===== src/rtl/prom_rd_pkg.sv =====
package prom_rd_pkg;

    typedef enum logic [2:0] {
        ST_IDLE,
        ST_SETUP,
        ST_ACCESS,
        ST_CAPTURE,
        ST_RECOVER
    } rd_state_e;

    // nanoseconds to whole clock cycles, rounded up
    function automatic int ns_to_cyc(input int ns, input int period_ns);
        return (ns + period_ns - 1) / period_ns;
    endfunction

    function automatic int imax(input int a, input int b);
        return (a > b) ? a : b;
    endfunction

endpackage


===== src/rtl/prom_rd_timer.sv =====
module prom_rd_timer #(
    parameter int CW = 4
) (
    input  logic          clk,
    input  logic          rst_n,
    input  logic          load,
    input  logic [CW-1:0] load_val,
    output logic          expired
);
    logic [CW-1:0] cnt_d, cnt_q;

    always_comb begin
        cnt_d = cnt_q;
        if (load) begin
            cnt_d = load_val;
        end else if (cnt_q != '0) begin
            cnt_d = cnt_q - 1'b1;
        end
    end

    always_ff @(posedge clk) begin
        if (!rst_n) begin
            cnt_q <= '0;
        end else begin
            cnt_q <= cnt_d;
        end
    end

    assign expired = (cnt_q == '0);
endmodule


===== src/rtl/prom_rd_pins.sv =====
module prom_rd_pins
    import prom_rd_pkg::*;
#(
    parameter int AW = 21
) (
    input  rd_state_e     state,
    input  logic [AW:0]   addr_q,
    input  logic          byte_q,
    output logic [AW-1:0] rom_addr,
    output logic          rom_ce_n,
    output logic          rom_oe_n,
    output logic          rom_word,
    output logic          rom_lsb,
    output logic          rom_lsb_oe,
    output logic          req_ready
);
    always_comb begin
        rom_ce_n = 1'b1;
        rom_oe_n = 1'b1;
        unique case (state)
            ST_SETUP:   rom_ce_n = 1'b0;
            ST_ACCESS,
            ST_CAPTURE: begin
                rom_ce_n = 1'b0;
                rom_oe_n = 1'b0;
            end
            default: ;
        endcase
    end

    // address and width select are held from acceptance to the next one
    assign rom_addr   = addr_q[AW:1];
    assign rom_word   = ~byte_q;
    assign rom_lsb_oe = byte_q;
    assign rom_lsb    = byte_q & addr_q[0];
    assign req_ready  = (state == ST_IDLE);
endmodule


===== src/rtl/prom_rd_fmt.sv =====
module prom_rd_fmt #(
    parameter int DW = 16
) (
    input  logic          byte_mode,
    input  logic [DW-1:0] dq,
    output logic [DW-1:0] data
);
    localparam int BW = DW / 2;

    always_comb begin
        if (byte_mode) begin
            data = {{(DW-BW){1'b0}}, dq[BW-1:0]};
        end else begin
            data = dq;
        end
    end
endmodule


===== src/rtl/prom_rd_ctrl.sv =====
module prom_rd_ctrl
    import prom_rd_pkg::*;
#(
    parameter int AW        = 21,
    parameter int DW        = 16,
    parameter int CLK_NS    = 20,
    parameter int T_RC_NS   = 150,
    parameter int T_AA_NS   = 150,
    parameter int T_ACE_NS  = 150,
    parameter int T_OE_NS   = 70,
    parameter int T_FLT_NS  = 60
) (
    input  logic          clk,
    input  logic          rst_n,
    input  logic          req_valid,
    output logic          req_ready,
    input  logic [AW:0]   req_addr,
    input  logic          req_byte,
    output logic          rsp_valid,
    output logic [DW-1:0] rsp_data,
    output logic [AW-1:0] rom_addr,
    output logic          rom_ce_n,
    output logic          rom_oe_n,
    output logic          rom_word,
    output logic          rom_lsb,
    output logic          rom_lsb_oe,
    input  logic [DW-1:0] rom_dq
);
    localparam int C_AA  = ns_to_cyc(T_AA_NS,  CLK_NS);
    localparam int C_CE  = ns_to_cyc(T_ACE_NS, CLK_NS);
    localparam int C_OE  = ns_to_cyc(T_OE_NS,  CLK_NS);
    localparam int C_RC  = ns_to_cyc(T_RC_NS,  CLK_NS);
    localparam int C_FLT = ns_to_cyc(T_FLT_NS, CLK_NS);
    // cycles from acceptance edge to sample edge; OE starts one cycle late
    localparam int W_ACC = imax(imax(C_AA, C_CE), C_OE + 1);
    localparam int N_ACC = imax(W_ACC - 2, 1);
    localparam int N_REC = imax(imax(C_FLT, C_RC - (N_ACC + 2)), 1);
    localparam int CW    = $clog2(imax(N_ACC, N_REC) + 1);

    typedef struct packed {
        rd_state_e     st;
        logic [AW:0]   addr;
        logic          byte_m;
        logic [DW-1:0] data;
        logic          valid;
    } ctrl_t;

    ctrl_t         s_d, s_q;
    logic          tmr_load;
    logic [CW-1:0] tmr_val;
    logic          tmr_done;
    logic [DW-1:0] fmt_data;

    prom_rd_timer #(.CW(CW)) timer_i (
        .clk      (clk),
        .rst_n    (rst_n),
        .load     (tmr_load),
        .load_val (tmr_val),
        .expired  (tmr_done)
    );

    prom_rd_fmt #(.DW(DW)) fmt_i (
        .byte_mode (s_q.byte_m),
        .dq        (rom_dq),
        .data      (fmt_data)
    );

    prom_rd_pins #(.AW(AW)) pins_i (
        .state      (s_q.st),
        .addr_q     (s_q.addr),
        .byte_q     (s_q.byte_m),
        .rom_addr   (rom_addr),
        .rom_ce_n   (rom_ce_n),
        .rom_oe_n   (rom_oe_n),
        .rom_word   (rom_word),
        .rom_lsb    (rom_lsb),
        .rom_lsb_oe (rom_lsb_oe),
        .req_ready  (req_ready)
    );

    always_comb begin
        s_d       = s_q;
        s_d.valid = 1'b0;
        tmr_load  = 1'b0;
        tmr_val   = '0;
        unique case (s_q.st)
            ST_IDLE: begin
                if (req_valid) begin
                    s_d.addr   = req_addr;
                    s_d.byte_m = req_byte;
                    s_d.st     = ST_SETUP;
                    tmr_load   = 1'b1;
                end
            end
            ST_SETUP: begin
                if (tmr_done) begin
                    s_d.st   = ST_ACCESS;
                    tmr_load = 1'b1;
                    tmr_val  = CW'(N_ACC - 1);
                end
            end
            ST_ACCESS: begin
                if (tmr_done) begin
                    s_d.st   = ST_CAPTURE;
                    tmr_load = 1'b1;
                end
            end
            ST_CAPTURE: begin
                if (tmr_done) begin
                    s_d.data  = fmt_data;
                    s_d.valid = 1'b1;
                    s_d.st    = ST_RECOVER;
                    tmr_load  = 1'b1;
                    tmr_val   = CW'(N_REC - 1);
                end
            end
            ST_RECOVER: begin
                if (tmr_done) begin
                    s_d.st = ST_IDLE;
                end
            end
            default: s_d.st = ST_IDLE;
        endcase
    end

    always_ff @(posedge clk) begin
        if (!rst_n) begin
            s_q.st     <= ST_IDLE;
            s_q.addr   <= '0;
            s_q.byte_m <= 1'b0;
            s_q.data   <= '0;
            s_q.valid  <= 1'b0;
        end else begin
            s_q <= s_d;
        end
    end

    assign rsp_valid = s_q.valid;
    assign rsp_data  = s_q.data;
endmodule


===== config.mk =====
export PLATFORM = sky130hd
export DESIGN_NAME = prom_rd_ctrl
export DESIGN_NICKNAME = d
export VERILOG_FILES = /design/src/rtl/prom_rd_pkg.sv /design/src/rtl/prom_rd_timer.sv /design/src/rtl/prom_rd_pins.sv /design/src/rtl/prom_rd_fmt.sv /design/src/rtl/prom_rd_ctrl.sv
export SDC_FILE = /design/constraint.sdc
export NUM_CORES = 1
export LEC_CHECK = 0
export ABC_AREA = 1
export CELL_PAD_IN_SITES_DETAIL_PLACEMENT = 0
export CELL_PAD_IN_SITES_GLOBAL_PLACEMENT = 1
export CORE_ASPECT_RATIO = 0.7
export CORE_UTILIZATION = 49
export CTS_BUF_LIST = sky130_fd_sc_hd__clkbuf_8
export DETAILED_ROUTE_END_ITERATION = 7
export DONT_BUFFER_PORTS = 1
export MAX_ROUTING_LAYER = met4
export PLACE_DENSITY = 0.93
export SETUP_SLACK_MARGIN = 0.1
export SLEW_MARGIN = 40
export SYNTH_ARGS = -nofsm -noshare
export SYNTH_HDL_FRONTEND = slang
export SYNTH_SLANG_ARGS = --single-unit
export TNS_END_PERCENT = 30

===== constraint.sdc =====
create_clock -name clk -period 2.95 [get_ports clk]
set_input_delay 0.59 -clock clk [delete_from_list [all_inputs] [get_ports clk]]
set_output_delay 0.59 -clock clk [all_outputs]
set_load 0.02 [all_outputs]

==> metrics.md, run 1 <==
| Metric | Value |
|---|---|
| Initial antenna violation count | `0` |
| Worst hold path class | `input port to flip-flop` |
| Outcome | `finished clean` |
| Area leader, netlist | `dfxtp_1` |
| CORE AREA | `around 3700 µm²` |
| Syn_nets | `~300` |
| Vias per cell | `5.394` |
| Syn_area_per_cell | `7.751 µm²` |
| Vias in the first global route | `1407` |
| Crit path max fanout | `23` |
| Initial Utilization | `53.93%` |
| Final Cell Area | `1934 µm²` |
| Top FF cell, synth | `dfxtp_1` |
| Max Cap Viol | `0` |
| Fraction of registers with async set/reset | `0%` |
| Critical Path Sink Type | `primary output` |
| CP Data Required Time | `2.36 ns` |
| CTS tree | `done` |
| Maximum vdd drop | `around 0.42 mV` |
| DRT antenna net count | `0` |
| Ports | `86` |
| Post-Route WL | `4027 µm` |
| Worst Tran Pin Value | `about 0.72 ns` |
| DP Area | `1829 µm²` |
| Post-synth cell types | `23` |
| First-iteration detailed-routing DRC count | `97` |
| Total grt overflow | `0` |
| Slew Viols, Final | `0` |
| Fillcell total | `384` |
| Clk buf depth | `2` |
| Total GRT Usage | `between 10% and 20%` |
| Hold Vio Cnt, Final | `0` |
| Die Ht | `55.35 µm` |
| Tcrit/Tclk final | `63.87%` |
| Rel. slew slack | `51.54%` |
| Synth cell count leaders | `47 x nand2_1, 46 x dfxtp_1, 36 x nand3_1` |
| Yosys Warn Count | `0` |
| CTS H-Tree Depth | `2` |
| First-pass GRT wire length | `between 6000 and 7000 µm` |
| Area grow syn2layout | `-2.889%` |
| Count leader, synth | `nand2_1` |
| Width of the die | `78.21 µm` |
| Critical Path AT | `around 1.3 ns` |
| Ratio of cells with drive above 1 in the final layout | `6.897%` |
| Post-cts sizing count | `0` |
| Routed length per instance | `14.28 µm` |
| Synth top area share | `between 40% and 50%` |
| Root buffer cell | `clkbuf_8` |
| Port-buffer cells | `0` |
| Final setup fails | `0` |
| Mapped Area | `1992 µm²` |
| Layout Skew | `approximately 0.0090 ns` |
| Clock tree sinks | `46` |
| Post-synthesis sequential area ratio | `46.23%` |
| Clock Latency Late Sink | `~0.29 ns` |
| Worst-path clk slew | `approximately 0.090 ns` |
| Power Density | `872.0 nW/µm²` |
| CTS buffer count | `5` |
| RSZ-0062 raised after global routing | `no` |
| Router iterations before antenna repair | `4` |
| Top cells by area, synth | `dfxtp_1 46%, nand3_1 9.0%, buf_4 9.0%` |
| Total die area | `4328 µm²` |
| Pleak | `0.7885 nW` |
| N_diodes | `0` |
| Final min period | `1.884 ns` |
| Placer Congestion | `0.7366` |
| Post-synth EDFFs | `0` |
| Remaining DRCs | `0` |
| Setup TNS | `0 ns` |
| Cts hold-fix bufs | `0` |
| Mapped Cells | `257` |
| DR vias | `approximately 1500` |
| Dpl hpwl | `2739 µm` |
| Post-CTS Setup Bufs | `0` |
| Row count | `18` |
| Fmax | `530.7 MHz` |
| Post-synthesis register bit count | `46` |
| CP Class | `flip-flop to primary output` |
| # nets final | `275` |
| Largest net degree at the start of global routing | `32` |
| Startpoint types | `flip-flop` |
[worst paths after layout]
path	start	endpoint	slack, ns	depth (start not counted)
worst min-delay path	rst_n	timer_i.cnt_q[2]$_SDFFE_PN0P_	0.42	2
worst max-delay path	s_q[41]$_SDFFE_PN0P_	req_ready	1.07	3
worst max register to register	s_q[42]$_SDFFE_PN0P_	s_q[40]$_SDFFE_PN0P_	1.34	5
worst min register to register	s_q[18]$_SDFFE_PN0P_	s_q[18]$_SDFFE_PN0P_	0.48	2
[where the power goes]
part,internal [mW],switching [mW]
registers,0.697,0.122
logic,0.128,0.322
clock network,0.215,0.203
total,1.04,0.647
[cell usage in the layout, fill, tap and decap left out, types with 2 or more instances in the layout]
| cell | instances |
|---|---|
| a21oi_1 | 31 |
| clkbuf_8 | 7 |
| clkinv_1 | 2 |
| dfxtp_1 | 46 |
| ha_1 | 2 |
| inv_1 | 9 |
| inv_2 | 2 |
| nand2_1 | 47 |
| nand3_1 | 36 |
| nand4_1 | 2 |
| nor2_1 | 22 |
| o21ai_0 | 9 |
| o21ai_1 | 9 |
[state kept, by name, summed over array words and instances, names as in the netlist]
signal         cells
s_q               26
rsp_data          16
timer_i.cnt_q      3
rsp_valid          1
[stage by stage]
stage                     hold slack, ns  power, mW  util [%]  setup slack, ns  cells
after floorplan                   0.4437      1.279         -            1.529    257
after global placement            0.4678      1.277     49.53            1.298    274
after detailed placement          0.4699      1.280     49.53            1.264    274
after CTS                         0.4115      1.699     52.37            1.057    282
after global routing              0.4040      1.797     52.37           0.9670    282
final                             0.4222      1.687     52.37            1.066    282
[per-layer routing]
metal	wire, µm	global-route usage [%]	vias up
met3	362	6.942	4
li1	-	-	775
met2	1679	27.94	52
met1	1953	25.82	690
met5	0	-	-
met4	32	7.937	0
[layout make-up]
class / count / area (µm²) / share of cell area [%]
inverters: 14 / 55.05 / 2.846
clock inverters: 1 / 8.758 / 0.4528
clock buffers: 7 / 96.34 / 4.981
well taps: 50 / 62.56 / 3.234
multi-input cells: 164 / 790.8 / 40.88
flip-flops and latches: 46 / 920.9 / 47.61
[kinds of logic (layout without fill, tap and decap cells)]
group,after synthesis,count (layout),synth area share [%]
xor gates and xnor gates,1,1,0.4398
buffers and inverters,47,22,14.07
DFF,46,46,46.23
AOI/OAI and AO/OA,49,49,12.31
adders and majority gates,2,2,1.256
and+or+nand+nor,112,112,25.69
[worst max-delay path, stage by stage, from the launching register on]
cell and delay (ns):
dfxtp_1 0.38, nor2_2 0.18, nand2_1 0.10, inv_2 0.34
Note: power is estimated with default switching activity, not from simulation.
==> run 2, diff against run 1 <==
Settings changed: ABC_AREA 1 to 0, CORE_UTILIZATION 49 to 42, PLACE_DENSITY 0.93 to 0.83.
Clock period 2.95 ns to 1.6 ns, I/O delays scaled along.
==> run 2 against run 1 <==
Against the previous run:
- flip-flop and latch count unchanged
- clock skew increased by 0.0014 ns
- worst hold slack worse by 0.27 ns
- clock power up 63%
- highest routed layer unchanged
- largest power group unchanged
- largest cell class is now multi-input gates
- global-route usage down 3.2 points
- register-to-register slack got worse by 1.2 ns
- critical endpoint is now timer_i.cnt_q[0]$_SDFFE_PN0P_
- non-clock buffer count is 18 higher
- area after synthesis increased by 6.7%
- clock-buffer cell count decreased by 2
==> metrics.md, run 2 <==
| Metric | Value |
|---|---|
| Max Cap Viol | `0` |
| Synth top area share | `43.32%` |
| Area leader, netlist | `dfxtp_1` |
| Total die area | `5354 µm²` |
| Final WS setup | `0.1150 ns` |
| Pleak | `0.8312 nW` |
| Slew Viols, Final | `0` |
| Worst-path clk slew | `0.09 ns` |
| Post-Route WL | `4494 µm` |
| Slowest Stage Delay on Critical Path | `0.38 ns` |
| RSZ-0062 raised after global routing | `yes` |
| Clock Latency Late Sink | `0.29 ns` |
| Final Cell Area | `2225 µm²` |
| Synth cell count leaders | `48 x nand2_1, 46 x dfxtp_1, 26 x buf_4` |
| Int Pwr | `2.265 mW` |
| CTS H-Tree Depth | `2` |
| Startpoint types | `flip-flop` |
| Routed length per instance | `15.08 µm` |
| Top cells by area, synth | `dfxtp_1 43%, buf_4 9.2%, nand2_1 8.5%` |
| CTS buffer count | `5` |
| Layout Cells excl Fill | `298` |
| Mapped Cells | `242` |
| Cell at the slowest stage of the critical path | `dfxtp_2` |
| Crit path cell chain | `buf_4 -> nor4b_4 -> buf_4 -> buf_4 -> nor3_1 -> o31a_1` |
| Post-synth cell types | `34` |
| Row count | `21` |
| Largest reg by FF count | `s_q` |
| Hold Vio Cnt, Final | `0` |
| Ports | `86` |
| CP Data Required Time | `1.79 ns` |
| Max reg flops | `26` |
| Final min period | `1.485 ns` |
| Post-synth EDFFs | `0` |
| CORE AREA | `between 4000 and 5000 µm²` |
| Critical Path AT | `about 1.7 ns` |
| Cts hold-fix bufs | `0` |
| Most frequent cells in the layout | `48 x nand2_1, 43 x dfxtp_1, 22 x a21boi_1, 18 x a21boi_0, 17 x o21ai_0` |
| Total GRT Usage | `16.61%` |
| Largest net degree at the start of global routing | `46` |
| Syn_area_per_cell | `8.784 µm²` |
| Clock tree sinks | `between 40 and 50` |
| Port-buffer cells | `0` |
| Crit path max fanout | `7` |
| Worst Tran Pin Value | `0.3957 ns` |
| Outcome | `finished clean` |
| N_diodes | `0` |
| Yosys Warn Count | `0` |
| Ratio of cells with drive above 1 in the final layout | `16.59%` |
| Count leader, synth | `nand2_1` |
| Router iterations before antenna repair | `4` |
| Commonest non-fill, non-tap cell in the layout | `nand2_1` |
| Placer Congestion | `0.7497` |
| Initial Utilization | `a little over two fifths` |
| Mapped Area | `2126 µm²` |
| Syn_nets | `about 290` |
| DP Area | `between 2000 and 2500 µm²` |
| Sw Ratio | `39.66%` |
| Fmax | `673.4 MHz` |
| CP Class | `flip-flop to flip-flop` |
| Root buffer cell | `clkbuf_8` |
| Width of the die | `87.03 µm` |
| Post-synthesis register bit count | `46` |
| Vias per cell | `5.319` |
| Die Ht | `around 60 µm` |
| Sequential Power Share | `a little over two fifths` |
| Total grt overflow | `0` |
| Final setup fails | `0` |
| Setup TNS | `0 ns` |
| Remaining DRCs | `0` |
| DR vias | `1585` |
| Top FF cell, synth | `dfxtp_1` |
| Vias in the first global route | `1376` |
| First-pass GRT wire length | `6548 µm` |
| Most common cell on crit path | `buf_4` |
| Rel. slew slack | `between 70% and 80%` |
| Post-synthesis sequential area ratio | `43.32%` |
| Combinational group share of total power | `38.0%` |
| Initial antenna violation count | `0` |
| Clk buf depth | `2` |
| Layout Skew | `~0.010 ns` |
| Worst slack at placement | `0.09520 ns` |
| Maximum vdd drop | `0.6949 mV` |
| Register area | `927.1 µm²` |
| Sw Pwr | `1.489 mW` |
| Power Density | `approximately 1700 nW/µm²` |
| DRT antenna net count | `0` |
| Fillcell total | `483` |
| First-iteration detailed-routing DRC count | `67` |
| Clk pwr share | `18.2%` |
| CTS tree | `done` |
| Critical Path Sink Type | `flip-flop` |
| Worst hold path class | `input port to flip-flop` |
| Post-Place Cells | `between 200 and 300` |
| Dpl hpwl | `2945 µm` |
| Tcrit/Tclk final | `92.82%` |
| # nets final | `272` |
| Area of the multi-input gates | `947.2 µm²` |
| Area grow syn2layout | `4.650%` |
| Fraction of registers with async set/reset | `0%` |
[run 2: changes by cell type after synthesis, moves of 8 or more]
| cell | before | now |
|---|---|---|
| a21boi_0 | 0 | 20 |
| a21boi_1 | 0 | 20 |
| a21oi_1 | 31 | 0 |
| nand3_1 | 36 | 8 |
| nor2_1 | 22 | 2 |
| o21ai_0 | 9 | 17 |
| o21ai_1 | 9 | 0 |
[run 2: path summary, 6_finish.rpt]
path | from | endpoint | slack (ns) | cells past startpoint
setup / recovery | s_q[42]$_SDFFE_PN0P_ | timer_i.cnt_q[0]$_SDFFE_PN0P_ | 0.11 | 6
hold reg to reg | s_q[18]$_SDFFE_PN0P_ | s_q[18]$_SDFFE_PN0P_ | 0.47 | 2
setup reg to reg | s_q[42]$_SDFFE_PN0P_ | timer_i.cnt_q[0]$_SDFFE_PN0P_ | 0.11 | 6
hold / removal | req_addr[2] | s_q[20]$_SDFFE_PN0P_ | 0.15 | 2
[run 2: through the flow]
step / hold WS, ns / utilization [%] / power, mW
2_1_floorplan: 0.4354 / - / 2.736
6_report: 0.1502 / 46.01 / 3.754
3_5_place_dp: 0.4498 / 41.95 / 2.861
5_1_grt: 0.1358 / 46.01 / 4.006
4_1_cts: 0.1371 / 44.18 / 3.601
3_3_place_gp: 0.4450 / 41.95 / 2.845
[run 2: cell type report]
class,count,share of cell area (%)
tap,69,3.881
timing repair buffer,18,7.199
inverter,4,0.7874
clock inverter,3,0.7874
clock buffer,5,3.093
multi-input combinational,153,42.58
sequential,46,41.68
[run 2: cell families after synthesis]
logic type / count (synthesis) / synth area share [%]
fa+ha+maj: 2 / 1.177
compound gates: 64 / 20.95
simple gates: 84 / 19.48
buf+inv: 43 / 13.83
flops: 46 / 43.32
xor+xnor: 3 / 1.236
[run 2: per-layer routing]
layer	wire length, µm	vias up	global-route usage [%]
li1	-	769	-
met1	2026	744	21.94
met2	2041	70	24.52
met3	412	2	5.362
met4	14	0	4.286
met5	0	-	-
[run 2: power by group through the flow]
stage                     logic [mW]  clock network, mW  registers, mW
after floorplan                 1.28                  0           1.45
after global placement          1.21                  0           1.64
after detailed placement        1.22                  0           1.64
after CTS                       1.27              0.710           1.62
after global routing            1.58              0.749           1.67
final                           1.43              0.682           1.65
[run 2: critical path, delay by kind of cell (launching register included)]
family          cells  cell delay (ns)
flops               1             0.38
buf+inv             3             0.47
compound gates      1             0.23
simple gates        2             0.28
[run 2: what timing repair did]
item                       CTS  global route
resized for setup           10            11
gates cloned                 0             1
setup buffers                0             6
setup endpoints to repair    5            31
pin swaps                    0             1
